[src/rtl/rcr_pkg.sv]
package rcr_pkg;
    localparam int unsigned BUS_W = 32;
    localparam int unsigned ERR_N = 6;
    localparam int unsigned IDX_W = 7;

    // error cause positions (shared by status and error words)
    localparam int unsigned E_ILL_INSN = 0;
    localparam int unsigned E_REG_ACC  = 3;
    localparam int unsigned E_Q_WRITE  = 5;

    // control bit positions in the status word
    localparam int unsigned SB_IE = 7;
    localparam int unsigned SB_PB = 12;
    localparam int unsigned SB_WO = 13;
    localparam int unsigned SB_GO = 14;

    typedef enum logic [3:0] {
        RS_NONE, RS_STAT, RS_ERR, RS_PBLO, RS_PBHI, RS_PMASK, RS_ROP,
        RS_OVF, RS_DIAG, RS_INSN, RS_ID, RS_R0I, RS_SRST
    } rsel_e;

    typedef enum logic [0:0] {
        ST_STOPPED = 1'b0,
        ST_RUNNING = 1'b1
    } run_state_e;

    typedef struct packed {
        rsel_e            sel;
        logic             user;
        logic             dir_hit;
        logic             que_hit;
        logic [IDX_W-1:0] idx;
    } dec_t;
endpackage

[src/rtl/rcr_decode.sv]
module rcr_decode
    import rcr_pkg::*;
#(
    parameter int unsigned NREGS    = 128,
    parameter int unsigned DIR_BASE = 256,
    parameter int unsigned QUE_BASE = 768
) (
    input  logic [12:0] addr_i,
    output dec_t        dec_o
);
    localparam int unsigned OFF_W = 12;
    localparam int unsigned SPAN  = NREGS * 4;

    logic [OFF_W-1:0] off;

    always_comb begin
        off           = addr_i[OFF_W-1:0];
        dec_o         = '0;
        dec_o.user    = addr_i[OFF_W];
        if (off[1:0] == 2'b00) begin
            unique case (off)
                12'h000: dec_o.sel = RS_STAT;
                12'h004: dec_o.sel = RS_ERR;
                12'h008: dec_o.sel = RS_PBLO;
                12'h00C: dec_o.sel = RS_PBHI;
                12'h010: dec_o.sel = RS_PMASK;
                12'h014: dec_o.sel = RS_ROP;
                12'h018: dec_o.sel = RS_OVF;
                12'h01C: dec_o.sel = RS_DIAG;
                12'h020: dec_o.sel = RS_INSN;
                12'h028: dec_o.sel = RS_ID;
                12'h02C: dec_o.sel = RS_R0I;
                12'h030: dec_o.sel = RS_SRST;
                default: dec_o.sel = RS_NONE;
            endcase
            if (off >= OFF_W'(DIR_BASE) && off < OFF_W'(DIR_BASE + SPAN)) begin
                dec_o.dir_hit = 1'b1;
                dec_o.idx     = IDX_W'((off - OFF_W'(DIR_BASE)) >> 2);
            end
            if (off >= OFF_W'(QUE_BASE) && off < OFF_W'(QUE_BASE + SPAN)) begin
                dec_o.que_hit = 1'b1;
                dec_o.idx     = IDX_W'((off - OFF_W'(QUE_BASE)) >> 2);
            end
        end
    end
endmodule

[src/rtl/rcr_runctl.sv]
module rcr_runctl
    import rcr_pkg::*;
(
    input  logic clk_i,
    input  logic rst_ni,
    input  logic srst_i,
    input  logic stat_we_i,
    input  logic go_wr_i,
    output logic go_o
);
    run_state_e st_q, st_d;

    always_ff @(posedge clk_i or negedge rst_ni) begin
        if (!rst_ni) st_q <= ST_STOPPED;
        else         st_q <= st_d;
    end

    always_comb begin
        st_d = st_q;
        unique case (st_q)
            ST_STOPPED: begin
                if (!srst_i && stat_we_i && go_wr_i) st_d = ST_RUNNING;   // START
            end
            ST_RUNNING: begin
                if (srst_i) st_d = ST_STOPPED;                            // SRESET
                else if (stat_we_i && !go_wr_i) st_d = ST_STOPPED;        // HALT
            end
            default: st_d = ST_STOPPED;
        endcase
    end

    always_comb go_o = (st_q == ST_RUNNING);

    a_r3_srst_stops: assert property (@(posedge clk_i) disable iff (!rst_ni)
        srst_i |=> !go_o);
    a_r2_start: assert property (@(posedge clk_i) disable iff (!rst_ni)
        (stat_we_i && go_wr_i && !srst_i) |=> go_o);
    a_r2_halt: assert property (@(posedge clk_i) disable iff (!rst_ni)
        (stat_we_i && !go_wr_i) |=> !go_o);
endmodule

[src/rtl/rcr_errlog.sv]
module rcr_errlog #(
    parameter int unsigned ERR_N = 6
) (
    input  logic             clk_i,
    input  logic             rst_ni,
    input  logic             srst_i,
    input  logic [ERR_N-1:0] set_i,
    input  logic [ERR_N-1:0] clr_i,
    input  logic             ie_we_i,
    input  logic             ie_wr_i,
    output logic [ERR_N-1:0] err_o,
    output logic             ie_o,
    output logic             irq_o
);
    logic [ERR_N-1:0] err_q;
    logic             ie_q;

    always_ff @(posedge clk_i or negedge rst_ni) begin
        if (!rst_ni) begin
            err_q <= '0;
            ie_q  <= 1'b0;
        end else if (srst_i) begin
            err_q <= '0;
            ie_q  <= 1'b0;
        end else begin
            err_q <= (err_q & ~clr_i) | set_i;
            if (ie_we_i) ie_q <= ie_wr_i;
        end
    end

    assign err_o = err_q;
    assign ie_o  = ie_q;
    assign irq_o = ie_q && (err_q != '0);

    a_r9_sticky: assert property (@(posedge clk_i) disable iff (!rst_ni)
        (!srst_i) |=> ((err_q & $past(err_q & ~clr_i)) == $past(err_q & ~clr_i)));
    a_r9_set_wins: assert property (@(posedge clk_i) disable iff (!rst_ni)
        (!srst_i) |=> ((err_q & $past(set_i)) == $past(set_i)));
    a_r10_irq_raise: assert property (@(posedge clk_i) disable iff (!rst_ni)
        ((set_i != '0) && ie_q && !ie_we_i && !srst_i) |=> irq_o);
endmodule

[src/rtl/rend_ctl_regs.sv]
module rend_ctl_regs
    import rcr_pkg::*;
#(
    parameter int unsigned NREGS    = 128,
    parameter int unsigned OVF_W    = 16,
    parameter logic [7:0]  ARCH_ID  = 8'h5A,
    parameter logic [7:0]  CHIP_REV = 8'h03
) (
    input  logic             clk_i,
    input  logic             rst_ni,
    input  logic [12:0]      addr_i,
    input  logic             we_i,
    input  logic [31:0]      wdata_i,
    output logic [31:0]      rdata_o,
    output logic             go_o,
    output logic             pb_en_o,
    output logic [31:0]      pb_lo_o,
    output logic [31:0]      pb_hi_o,
    output logic [31:0]      plane_mask_o,
    output logic [7:0]       rop_o,
    output logic [31:0]      r0_init_o,
    output logic             irq_o,
    output logic             greg_we_o,
    output logic [6:0]       greg_idx_o,
    output logic [31:0]      greg_data_o,
    output logic             q_push_o,
    output logic             q_kind_o,
    output logic [6:0]       q_reg_o,
    output logic [31:0]      q_data_o,
    input  logic             q_full_i,
    input  logic             q_empty_i,
    input  logic [5:0]       eng_err_i,
    input  logic             eng_wrote_i
);
    localparam logic [OVF_W-1:0] OVF_MAX = {OVF_W{1'b1}};
    localparam logic [3:0]       MEM_OPC = 4'h8;

    dec_t             dec;
    logic             priv, srst, stat_we, err_we;
    logic             dir_bad, insn_wr, insn_blocked, push_req, overflow;
    logic [ERR_N-1:0] err_set, err_clr, err;
    logic             ie;
    logic             pb_en_q, wo_q, diag_q;
    logic [31:0]      pb_lo_q, pb_hi_q, pmask_q, r0i_q;
    logic [7:0]       rop_q;
    logic [OVF_W-1:0] ovf_q;

    rcr_decode #(.NREGS(NREGS), .DIR_BASE(256), .QUE_BASE(768)) u_dec (
        .addr_i (addr_i),
        .dec_o  (dec)
    );

    always_comb begin
        priv         = !dec.user;
        srst         = we_i && (dec.sel == RS_SRST);
        stat_we      = we_i && (dec.sel == RS_STAT);
        err_we       = we_i && (dec.sel == RS_ERR);
        dir_bad      = we_i && dec.dir_hit && go_o;
        insn_wr      = we_i && (dec.sel == RS_INSN);
        insn_blocked = insn_wr && (wdata_i[31:28] == MEM_OPC) && !diag_q;
        push_req     = (we_i && dec.que_hit) || (insn_wr && !insn_blocked);
        overflow     = push_req && q_full_i;
        err_set                 = eng_err_i;
        err_set[E_REG_ACC]      = err_set[E_REG_ACC] | dir_bad;
        err_set[E_ILL_INSN]     = err_set[E_ILL_INSN] | insn_blocked;
        err_set[E_Q_WRITE]      = err_set[E_Q_WRITE] | overflow;
        err_clr = (stat_we || err_we) ? wdata_i[ERR_N-1:0] : '0;
    end

    rcr_runctl u_run (
        .clk_i     (clk_i),
        .rst_ni    (rst_ni),
        .srst_i    (srst),
        .stat_we_i (stat_we),
        .go_wr_i   (wdata_i[SB_GO]),
        .go_o      (go_o)
    );

    rcr_errlog #(.ERR_N(ERR_N)) u_err (
        .clk_i   (clk_i),
        .rst_ni  (rst_ni),
        .srst_i  (srst),
        .set_i   (err_set),
        .clr_i   (err_clr),
        .ie_we_i (stat_we || err_we),
        .ie_wr_i (wdata_i[SB_IE]),
        .err_o   (err),
        .ie_o    (ie),
        .irq_o   (irq_o)
    );

    always_ff @(posedge clk_i or negedge rst_ni) begin
        if (!rst_ni) begin
            pb_en_q <= 1'b0; wo_q <= 1'b0; diag_q <= 1'b0;
            pb_lo_q <= '0; pb_hi_q <= '0; pmask_q <= '0; r0i_q <= '0;
            rop_q   <= '0; ovf_q   <= '0;
        end else if (srst) begin
            pb_en_q <= 1'b0; wo_q <= 1'b0; diag_q <= 1'b0;
            pb_lo_q <= '0; pb_hi_q <= '0; pmask_q <= '0; r0i_q <= '0;
            rop_q   <= '0; ovf_q   <= '0;
        end else begin
            if (stat_we && priv) pb_en_q <= wdata_i[SB_PB];
            if (eng_wrote_i) wo_q <= 1'b1;
            else if (stat_we && wdata_i[SB_WO]) wo_q <= 1'b0;
            if (we_i && priv && dec.sel == RS_DIAG) diag_q  <= wdata_i[0];
            if (we_i && priv && dec.sel == RS_PBLO) pb_lo_q <= wdata_i;
            if (we_i && priv && dec.sel == RS_PBHI) pb_hi_q <= wdata_i;
            if (we_i && dec.sel == RS_PMASK) pmask_q <= wdata_i;
            if (we_i && dec.sel == RS_ROP)   rop_q   <= wdata_i[7:0];
            if (we_i && dec.sel == RS_R0I)   r0i_q   <= wdata_i;
            if (we_i && dec.sel == RS_OVF)   ovf_q   <= '0;
            else if (overflow && ovf_q != OVF_MAX) ovf_q <= ovf_q + 1'b1;
        end
    end

    always_comb begin
        unique case (dec.sel)
            RS_STAT:  rdata_o = {16'h0, q_empty_i, go_o, wo_q, pb_en_q, 4'h0, ie, 1'b0, err};
            RS_ERR:   rdata_o = {24'h0, ie, 1'b0, err};
            RS_PBLO:  rdata_o = pb_lo_q;
            RS_PBHI:  rdata_o = pb_hi_q;
            RS_PMASK: rdata_o = pmask_q;
            RS_ROP:   rdata_o = {24'h0, rop_q};
            RS_OVF:   rdata_o = BUS_W'(ovf_q);
            RS_DIAG:  rdata_o = {31'h0, diag_q};
            RS_ID:    rdata_o = {16'h0, CHIP_REV, ARCH_ID};
            RS_R0I:   rdata_o = r0i_q;
            default:  rdata_o = '0;
        endcase
    end

    assign pb_en_o      = pb_en_q;
    assign pb_lo_o      = pb_lo_q;
    assign pb_hi_o      = pb_hi_q;
    assign plane_mask_o = pmask_q;
    assign rop_o        = rop_q;
    assign r0_init_o    = r0i_q;
    assign greg_we_o    = we_i && dec.dir_hit && !go_o;
    assign greg_idx_o   = dec.idx;
    assign greg_data_o  = wdata_i;
    assign q_push_o     = push_req && !q_full_i;
    assign q_kind_o     = dec.que_hit;
    assign q_reg_o      = dec.idx;
    assign q_data_o     = wdata_i;

    a_r5_direct_stopped: assert property (@(posedge clk_i) disable iff (!rst_ni)
        greg_we_o |-> !go_o);
    a_r5_running_flags: assert property (@(posedge clk_i) disable iff (!rst_ni)
        (we_i && dec.dir_hit && go_o) |=> err[E_REG_ACC]);
    a_r8_full_drop: assert property (@(posedge clk_i) disable iff (!rst_ni)
        q_full_i |-> !q_push_o);
    a_r8_full_flag: assert property (@(posedge clk_i) disable iff (!rst_ni)
        (we_i && dec.que_hit && q_full_i) |=> err[E_Q_WRITE]);
    a_r4_user_pb_ro: assert property (@(posedge clk_i) disable iff (!rst_ni)
        (we_i && dec.user && (dec.sel == RS_PBLO || dec.sel == RS_PBHI))
            |=> ($stable(pb_lo_o) && $stable(pb_hi_o)));
    a_r3_srst_clears: assert property (@(posedge clk_i) disable iff (!rst_ni)
        srst |=> (!irq_o && plane_mask_o == '0 && !pb_en_o));
endmodule

[config.mk]
export PLATFORM = sky130hd
export DESIGN_NAME = rend_ctl_regs
export DESIGN_NICKNAME = d
export VERILOG_FILES = /design/src/rtl/rcr_pkg.sv /design/src/rtl/rcr_decode.sv /design/src/rtl/rcr_runctl.sv /design/src/rtl/rcr_errlog.sv /design/src/rtl/rend_ctl_regs.sv
export SDC_FILE = /design/constraint.sdc
export NUM_CORES = 1
export LEC_CHECK = 0
export ABC_CLOCK_PERIOD_IN_PS = 6600
export BUFFER_PORTS_ARGS = -buffer_cell sky130_fd_sc_hd__buf_2
export CAP_MARGIN = 20
export CORE_UTILIZATION = 50
export CTS_CLUSTER_DIAMETER = 120
export CTS_CLUSTER_SIZE = 20
export DETAILED_ROUTE_END_ITERATION = 16
export GPL_ROUTABILITY_DRIVEN = 0
export HOLD_SLACK_MARGIN = 0.05
export PLACE_DENSITY = 0.9
export SLEW_MARGIN = 10
export SYNTH_ARGS = -nofsm -noshare
export SYNTH_HDL_FRONTEND = slang
export SYNTH_SLANG_ARGS = --single-unit
[constraint.sdc]
create_clock -name clk_i -period 6.6 [get_ports clk_i]
set_input_delay 0.99 -clock clk_i [delete_from_list [all_inputs] [get_ports clk_i]]
set_output_delay 0.99 -clock clk_i [all_outputs]
set_load 0.02 [all_outputs]
==> flow_results.org, run 1 <==
** Status
- Run status :: finished, final reports clean

** Finish
- Cells fill 61.2% of the core in the end.
- The repair_antennas step left the layout with diodes totalling 0.
- Proportion of layout cells with a drive suffix above 1 :: 32.2%
- Synthesis-to-layout area growth :: 20.0%
- Final-stage net count :: around 1200

** Critical path
- For the worst flop-to-flop path, the logic depth is 5.
- Setup slack, reg-to-reg :: between 4 and 5 ns
- Traced cell by cell, the critical path runs through buf_2 > or4_4 > nor4_4 > buf_4 > a222oi_1 > nand2_1 > buf_2.
- The critical path starts at addr_i[9].
- The cell that appears most often on the critical path is buf_2.
- The worst register-to-register path ends at ovf_q[3]$_DFFE_PN0P_.
- In this run the worst path has a maximum fanout of 18.
- CP required :: between 5 and 6 ns
- By startpoint and endpoint, the worst setup path is classified as in -> out.
- On the critical path, the stage with the largest delay is an instance of nor4_4.
- STA puts the critical path data arrival time at 3.70 ns.
- In this design, the stage delay of the slowest critical-path cell is 0.99 ns.
- Capturing instance or port of the critical path :: rdata_o[6]
- The worst setup path is captured at an output pin.
- Category of the worst setup path launch point :: primary input
- The startpoint identified for the worst register-to-register timing path is ovf_q[9]$_DFFE_PN0P_.

** Placed design
- Detailed placement ended at an HPWL of about 19000 µm.
- Quantity of I/O buffers inserted on ports :: between 300 and 400

** Detailed routing
- The routed design has 28100 µm of wire.
- After detailed routing, the number of remaining DRC violations is 0.
- Routed vias/inst :: 6.05
- The detailed router finished its first iteration with 987 violations.
- After detailed routing, the average wire length per cell comes to between 20 and 25 µm.
- Pre-Repair DR Iteration Count :: 8
- The detail route stage leaves a number of antenna-violating nets equal to 0.
- Via count :: 8435

** Timing
- Final hold violations :: 0
- The max-slew violation total from the final report was 0.
- Max Clock Freq :: roughly 210 MHz
- Clock skew on the completed layout was measured at 0.00955 ns.
- Slew HR :: between 20 and 30%
- Setup repair after global routing left no endpoint under its margin.
- Total Neg Setup Slack :: 0 ns
- Transition time at the pin with the least slew margin :: ~1.1 ns
- The clock period could shrink to 4.69 ns.
- Share of the cycle needed by the critical path after routing :: 71.0%
- Setup violations remaining at the end of the flow were counted as 0.

** Global routing
- Overflow left after global routing :: 0
- The initial antenna violation count came to 0.
- Global-route wire length before repair :: ~44000 µm
- Entering global routing, the biggest net connects 89 pins.
- Total global routing track utilization :: 31.2%
- Number of global-route vias before repair :: approximately 8000

** Clock network
- Clock-pin transition on the worst setup and hold timing paths :: 0.06 ns
- Once the clock tree was built, the resizer swapped 0 gates to a different size.
- Post-CTS repair timing setup buffer count :: 0
- TritonCTS clock tree :: done
- Total number of clock tree sinks :: 163
- The cell sitting at the root of the clock tree is a clkbuf_16.
- Clock Latency Late Sink :: 0.43 ns
- Maximum count of clock buffers along a single path :: 2
- Number of hold buffers added after CTS :: 0
- Clock tree synthesis inserted a total of 17 buffers.
- The H-tree was split into 4 levels.

** Synthesis
- Adder and majority cell fraction of the synthesized area :: 0.142%
- The number of nets in the synthesized netlist is between 1000 and 1500.
- Most used flip-flop cell after synthesis :: dfrtp_1
- The Yosys step of the flow raised 0 warnings.
- Of the synthesized area, sequential elements account for 46.4%.
- EDFF count, synth :: 0
- Count of state elements after synthesis :: 163
- The synthesized netlist devotes 13.4% of its cell area to compound gates.
- Synthesis instantiated 54 different standard cells from the library.
- Synth Area in XOR/XNOR :: 0.498%
- Simple-gate share of the synthesized area :: 20.1%
- In this run the cell area of the synthesized design comes to approximately 9000 µm².
- Share of synthesized area spent on multiplexers :: 9.46%
- FFs w/ async S/R, synth :: 100%
- After synthesis, the mean cell area works out to 9.25 µm².
- By area, the combinational part of the netlist is dominated by simple AND/OR/NAND/NOR gates.
- The cell count after synthesis came out at approximately 950.

** Floorplan
- Core Box Area :: 17200 µm²
- Die boundary height :: 135 µm
- Row generation in the floorplan step produced 48 rows.
- The initial utilization of the core area, before any placement, comes to roughly half.
- Die span in x :: 135 µm
- The die covers 18100 µm².
- 309 I/O pins were placed.

** Job
- Number of violations of the max-capacitance limit :: 0

** Power and ir drop
- For this design the ratio of total power to cell area is 203 nW/µm².
- After layout, the design draws a total of 0.00214 W.
- VDD sags by at most around 0.19 mV.
- Static Leakage :: 5.38 nW

** Worst hold path
- Type of the most critical hold path :: reg -> reg
[Yosys cell counts, types with 15 or more instances]
| cell type | number | area [µm²] |
|---|---|---|
| dfrtp_1 | 163 | 4080 |
| nand2_1 | 114 | 428 |
| nor2_1 | 95 | 357 |
| nand3_1 | 87 | 435 |
| a21oi_1 | 83 | 415 |
| mux2i_1 | 82 | 821 |
| buf_4 | 78 | 586 |
| a22oi_1 | 62 | 465 |
| clkbuf_1 | 34 | 128 |
| buf_2 | 22 | 110 |
| nor3_1 | 15 | 75.1 |
[layer usage]
metal / GRT usage (%) / routed length [µm] / vias to the layer above
met2: 49.0 / 13400 / 522
met1: 41.9 / 11400 / 4111
li1: - / - / 3722
met5: 0 / 0 / -
met4: 13.7 / 877 / 0
met3: 6.53 / 2430 / 80
[critical path: cells and delay by family]
family                 cells  cell delay [ns]
AND/OR/NAND/NOR            3             1.80
buffers and inverters      3             0.74
AO/OA/AOI/OAI              1             0.16
[report_power, final]
part	switching, W	internal, W	leakage [nW]	total [W]
clock network	0.000418	0.000560	0.282	0.000978
registers	0.00000672	0.00100	2.24	0.00101
logic	0.000114	0.0000419	2.86	0.000156
[cell usage in the layout, fill, tap and decap left out, drive strengths merged, types with 2 or more instances in the layout]
cell,n
a211o,3
a222oi,6
nand3,87
nor4,11
or2,3
nand4,4
a211oi,4
nor2,96
o21ai,3
inv,7
o32a,2
or4,9
and2,7
nor3,15
o31ai,6
nand2b,7
nor2b,3
mux2i,82
buf,327
clkbuf,21
nand2,114
clkinv,4
a21oi,84
or3,4
a22o,2
a221oi,2
xnor2,4
a22oi,62
nor3b,2
and3,7
dfrtp,163
[cell type report]
cell class | instances | area (µm²)
Timing Repair Buffer | 328 | 1720
Clock buffer | 21 | 480
Multi-Input combinational cell | 644 | 3880
Sequential cell | 163 | 4080
Fill cell | 1427 | 6680
Tap cell | 225 | 282
Inverter | 4 | 15.0
Clock inverter | 9 | 95.1
[registers in the layout, indices dropped and copies added, names as in the netlist, 6 cells and up]
signal        cells
plane_mask_o     32
rop_o             8
pb_lo_o          32
ovf_q            16
pb_hi_o          32
u_err.err_o       6
r0_init_o        32
[cell families after synthesis]
group           count (synthesis)
compound gates                181
mux                            83
buf+inv                       144
simple gates                  374
xor+xnor                        5
flops                         163
fa+ha+maj                       1
[metrics by stage]
stage | cells | hold WS [ns] | instance area [µm²] | worst slack, ns
after floorplan | 951 | 0.478 | 8790 | 2.63
after global placement | 1362 | 0.524 | 9950 | 2.05
after detailed placement | 1363 | 0.530 | 9970 | 1.99
after CTS | 1393 | 0.539 | 10500 | 1.98
after global routing | 1394 | 0.563 | 10600 | 1.82
final | 1394 | 0.542 | 10600 | 1.91
[how the worst min path moves through the flow]
stage	depth (start not counted)	end	from	slack [ns]
finish	2	plane_mask_o[10]$_DFFE_PN0P_	plane_mask_o[10]$_DFFE_PN0P_	0.54
global route	2	plane_mask_o[4]$_DFFE_PN0P_	plane_mask_o[4]$_DFFE_PN0P_	0.56
CTS	2	plane_mask_o[10]$_DFFE_PN0P_	plane_mask_o[10]$_DFFE_PN0P_	0.54
detailed placement	2	plane_mask_o[10]$_DFFE_PN0P_	plane_mask_o[10]$_DFFE_PN0P_	0.53
global placement	2	plane_mask_o[17]$_DFFE_PN0P_	plane_mask_o[17]$_DFFE_PN0P_	0.52
floorplan	2	wo_q$_DFFE_PN0P_	wo_q$_DFFE_PN0P_	0.48
(Power assumes the default switching activity.)
==> inputs of run 2 (changes only) <==
--- a/config.mk
+++ b/config.mk
@@ -5,7 +5,8 @@
 export SDC_FILE = /design/constraint.sdc
 export NUM_CORES = 1
 export LEC_CHECK = 0
-export ABC_CLOCK_PERIOD_IN_PS = 6600
+export ABC_AREA = 1
+export ABC_CLOCK_PERIOD_IN_PS = 4500
 export BUFFER_PORTS_ARGS = -buffer_cell sky130_fd_sc_hd__buf_2
 export CAP_MARGIN = 20
 export CORE_UTILIZATION = 50
==> constraint.sdc (replaced) <==
create_clock -name clk_i -period 4.5 [get_ports clk_i]
set_input_delay 0.675 -clock clk_i [delete_from_list [all_inputs] [get_ports clk_i]]
set_output_delay 0.675 -clock clk_i [all_outputs]
set_load 0.02 [all_outputs]
==> flow_results.org, run 2 <==
** Status
- Run status :: finished, final reports clean

** Synthesis
- Top post-synthesis cells by count :: nand2_1 (352), dfrtp_1 (163), nand3_1 (97)
- Synth Cell Area :: 9000 µm²
- After synthesis, the share of flip-flops with an asynchronous set or reset is 100%.
- Summed over all instances, the cell type with the most area after synthesis is dfrtp_1.
- The synthesized netlist contains 38 unique library cells.
- The synthesized design contains 0 enable-type register cells.
- Among all flip-flop cells after synthesis, the most frequent one is dfrtp_1.
- Number of nets produced by synthesis :: roughly 1200
- Seq/Total Area, Yosys :: 45.3%
- After technology mapping, the gate count stands at 1159.
- Yosys instantiated no cell more often than nand2_1.
- Of the post-synthesis cell area, the dominant cell type holds a little under half.
- Largest cells by area after synthesis :: dfrtp_1 (45%), nand2_1 (15%), buf_4 (6.4%)
- YS warnings :: 0
- Count of state elements after synthesis :: 163
- Per-instance average area after synthesis :: slightly below 8 µm²

** Power and ir drop
- Power spread over the standard cell area amounts to 311 nW/µm².
- Summed over all cells, the static leakage comes to 6.00 nW.
- IR analysis of the VDD net gives a maximum drop of 0.279 mV.

** Placed design
- Quantity of I/O buffers inserted on ports :: 308
- Cell area after placement :: 10100 µm²
- After legalization and detailed placement, the total HPWL measured between 20000 and 25000 µm.
- Dpl cells :: 1579

** Finish
- Proportion of layout cells with a drive suffix above 1 :: 29.3%
- 0 antenna diodes ended up in the layout.
- After filler insertion, the fill cell instance count of the layout stands at 1483.
- Commonest non-fill, non-tap cells in the layout :: nand2_1 (351), buf_2 (307), dfrtp_1 (163)
- Most frequent standard cell in the layout excluding fill and tap cells :: nand2_1
- Final-stage net count :: 1432
- Non-filler cells in the finished layout :: 1612
- From synthesis to final layout, the design area changed by 18.6%.
- Summing all non-filler instances in the final layout gives an area of about 11000 µm².

** Global routing
- Global-route wire length before repair :: 43900 µm
- The via count of the first global-routing pass was 8458.
- Maximum number of pins on one net before global-route repair :: 100
- After global routing the overflow that remains totals 0.
- Antenna violations before repair :: 0
- Global routing used 31.1% of the available tracks.

** Critical path
- Data on the critical path is required at its endpoint by between 3 and 4 ns.
- The worst setup path is of the in -> out kind.
- In this design, the largest share of critical-path delay is due to simple AND/OR/NAND/NOR gates.
- Ordered list of cells on the worst path :: buf_2 > nor2_2 > nand2_4 > nor2_2 > nand2_2 > nand3_2 > nor2_4 > nand3_1 > o21ai_0 > nor2_1 > nand2_1 > buf_2
- Together, buffers and inverters on the worst path number 2.
- Data on the critical path arrives at its endpoint at about 3.2 ns.
- Maximum fanout along the worst path :: 32
- STA classifies the critical path endpoint as an output pin.
- Category of the worst setup path launch point :: primary input
- Slowest-stage cell, CP :: nor2_4
- Maximum cell stage delay along the critical path :: between 0.7 and 0.8 ns

** Detailed routing
- The first detailed-routing pass took 6 iterations.
- Detailed routing inserted a total of approximately 9000 vias.
- After detailed routing, the number of remaining DRC violations is 0.
- Once detail routing completed, the nets flagged for antenna violations numbered 0.
- In the routed layout, each cell is associated on average with a via count of 5.68.
- For this block, the initial DRC count from the detailed router was roughly 870.
- After detailed routing, the average wire length per cell comes to approximately 18 µm.
- Total Routed Length :: slightly below 30000 µm

** Timing
- Dividing the final minimum period by the clock period gives between 80% and 90%.
- Measured against its own limit, the worst slew margin works out to between 30 and 40%.
- Final number of max-transition violations :: 0
- Transition time at the pin with the least slew margin :: 0.991 ns
- Final hold violations :: 0
- For the final routed database, the setup TNS stands at 0 ns.
- Max Clock Freq :: roughly 260 MHz
- Final setup violation count :: 0
- Minimum period implied by the final worst setup slack :: ~3.8 ns
- Fin Clk Skew :: 0.00712 ns
- The tightest hold path in the finished design has a slack of about 0.32 ns.
- Setup repair after global routing left no endpoint under its margin.

** Clock network
- After clock tree synthesis, the clock-pin slew on the worst setup and hold paths is 0.07 ns.
- The root buffer cell chosen for the clock tree is clkbuf_16.
- Post-CTS repair timing setup buffer count :: 0
- Number of hold buffers added after CTS :: 0
- The clock net in this run drives a total of between 150 and 200 sinks.
- TritonCTS built the clock tree.
- CTS H-tree depth :: 4
- No sink is reached through more buffers than the 2 on the longest clock path.
- At the later pin of the worst-skew pair, clock insertion delay measures 0.42 ns.
- Number of gates given a new drive strength after cts :: 0
- Number of CTS-inserted buffers :: 17

** Floorplan
- The die is 136 µm wide.
- Die boundary height :: ~140 µm
- Core Box Area :: 17400 µm²
- 309 I/O pins were placed.
- The die covers 18600 µm².
- The initial utilization of the core area, before any placement, comes to 51.7%.
- The initialized floorplan defines 48 standard-cell rows.

** Job
- Number of violations of the max-capacitance limit :: 0

** Worst hold path
- The worst hold path belongs to the class in -> async.
## run 2: cell count changes in the layout (fill, tap and decap cells not counted), moves of 23 or more
cell | previous run | this run
o21ai_1 | 0 | 53
inv_1 | 4 | 73
a22oi_1 | 62 | 0
a21oi_1 | 83 | 12
o21ai_0 | 3 | 90
mux2i_1 | 82 | 0
nand2_1 | 114 | 351
nand4_1 | 4 | 27
## run 2: per-layer routing
layer	share of wire (%)	global-route usage, %	routed length, µm
met2	48	49.2	13800
met4	3.5	14.3	998
met5	0	0	0
met1	40	40.9	11700
met3	8.6	6.11	2480
## run 2: path summary, 6_finish.rpt
check / start / endpoint / slack [ns] / depth (start not counted)
worst min register to register: plane_mask_o[20]$_DFFE_PN0P_ / plane_mask_o[20]$_DFFE_PN0P_ / 0.51 / 2
worst max-delay path: addr_i[9] / rdata_o[15] / 0.66 / 12
worst min-delay path: rst_ni / plane_mask_o[2]$_DFFE_PN0P_ / 0.32 / 1
max in group asynchronous: rst_ni / pb_hi_o[24]$_DFFE_PN0P_ / 3.11 / 2
min in group clk_i: eng_err_i[5] / u_err.err_o[5]$_DFF_PN0_ / 0.46 / 3
worst max register to register: ovf_q[1]$_DFFE_PN0P_ / ovf_q[15]$_DFFE_PN0P_ / 2.03 / 12
## run 2: cells by family after synthesis
kind of cell    share of synthesized area, %
simple gates                            28.9
buf+inv                                 13.0
compound gates                          11.9
flops                                   45.3
xor+xnor                               0.681
fa+ha+maj                              0.139
## run 2: area by class of cell
| type | count | area (µm²) | area share, % |
|---|---|---|---|
| inverters | 84 | 323 | 3.02 |
| multi-input cells | 792 | 3770 | 35.3 |
| clock buffers | 20 | 467 | 4.37 |
| well taps | 225 | 282 | 2.63 |
| clock inverters | 12 | 143 | 1.34 |
| repair buffers | 316 | 1620 | 15.2 |
| flip-flops and latches | 163 | 4080 | 38.2 |
## run 2: stage by stage
step	setup slack, ns	total power [W]	util [%]
floorplan	1.78	0.00175	-
global placement	0.799	0.00184	57.7
detailed placement	0.765	0.00184	57.7
CTS	0.721	0.00332	61.2
global route	0.568	0.00342	61.3
finish	0.665	0.00332	61.3
## run 2: where the power goes
group | internal, W | switching (W) | leakage, nW | total, W
Clock | 0.000873 | 0.000629 | 0.298 | 0.00150
Combinational | 0.0000852 | 0.000203 | 3.53 | 0.000288
Sequential | 0.00149 | 0.0000372 | 2.17 | 0.00153
Total | 0.00245 | 0.000869 | 6.00 | 0.00332
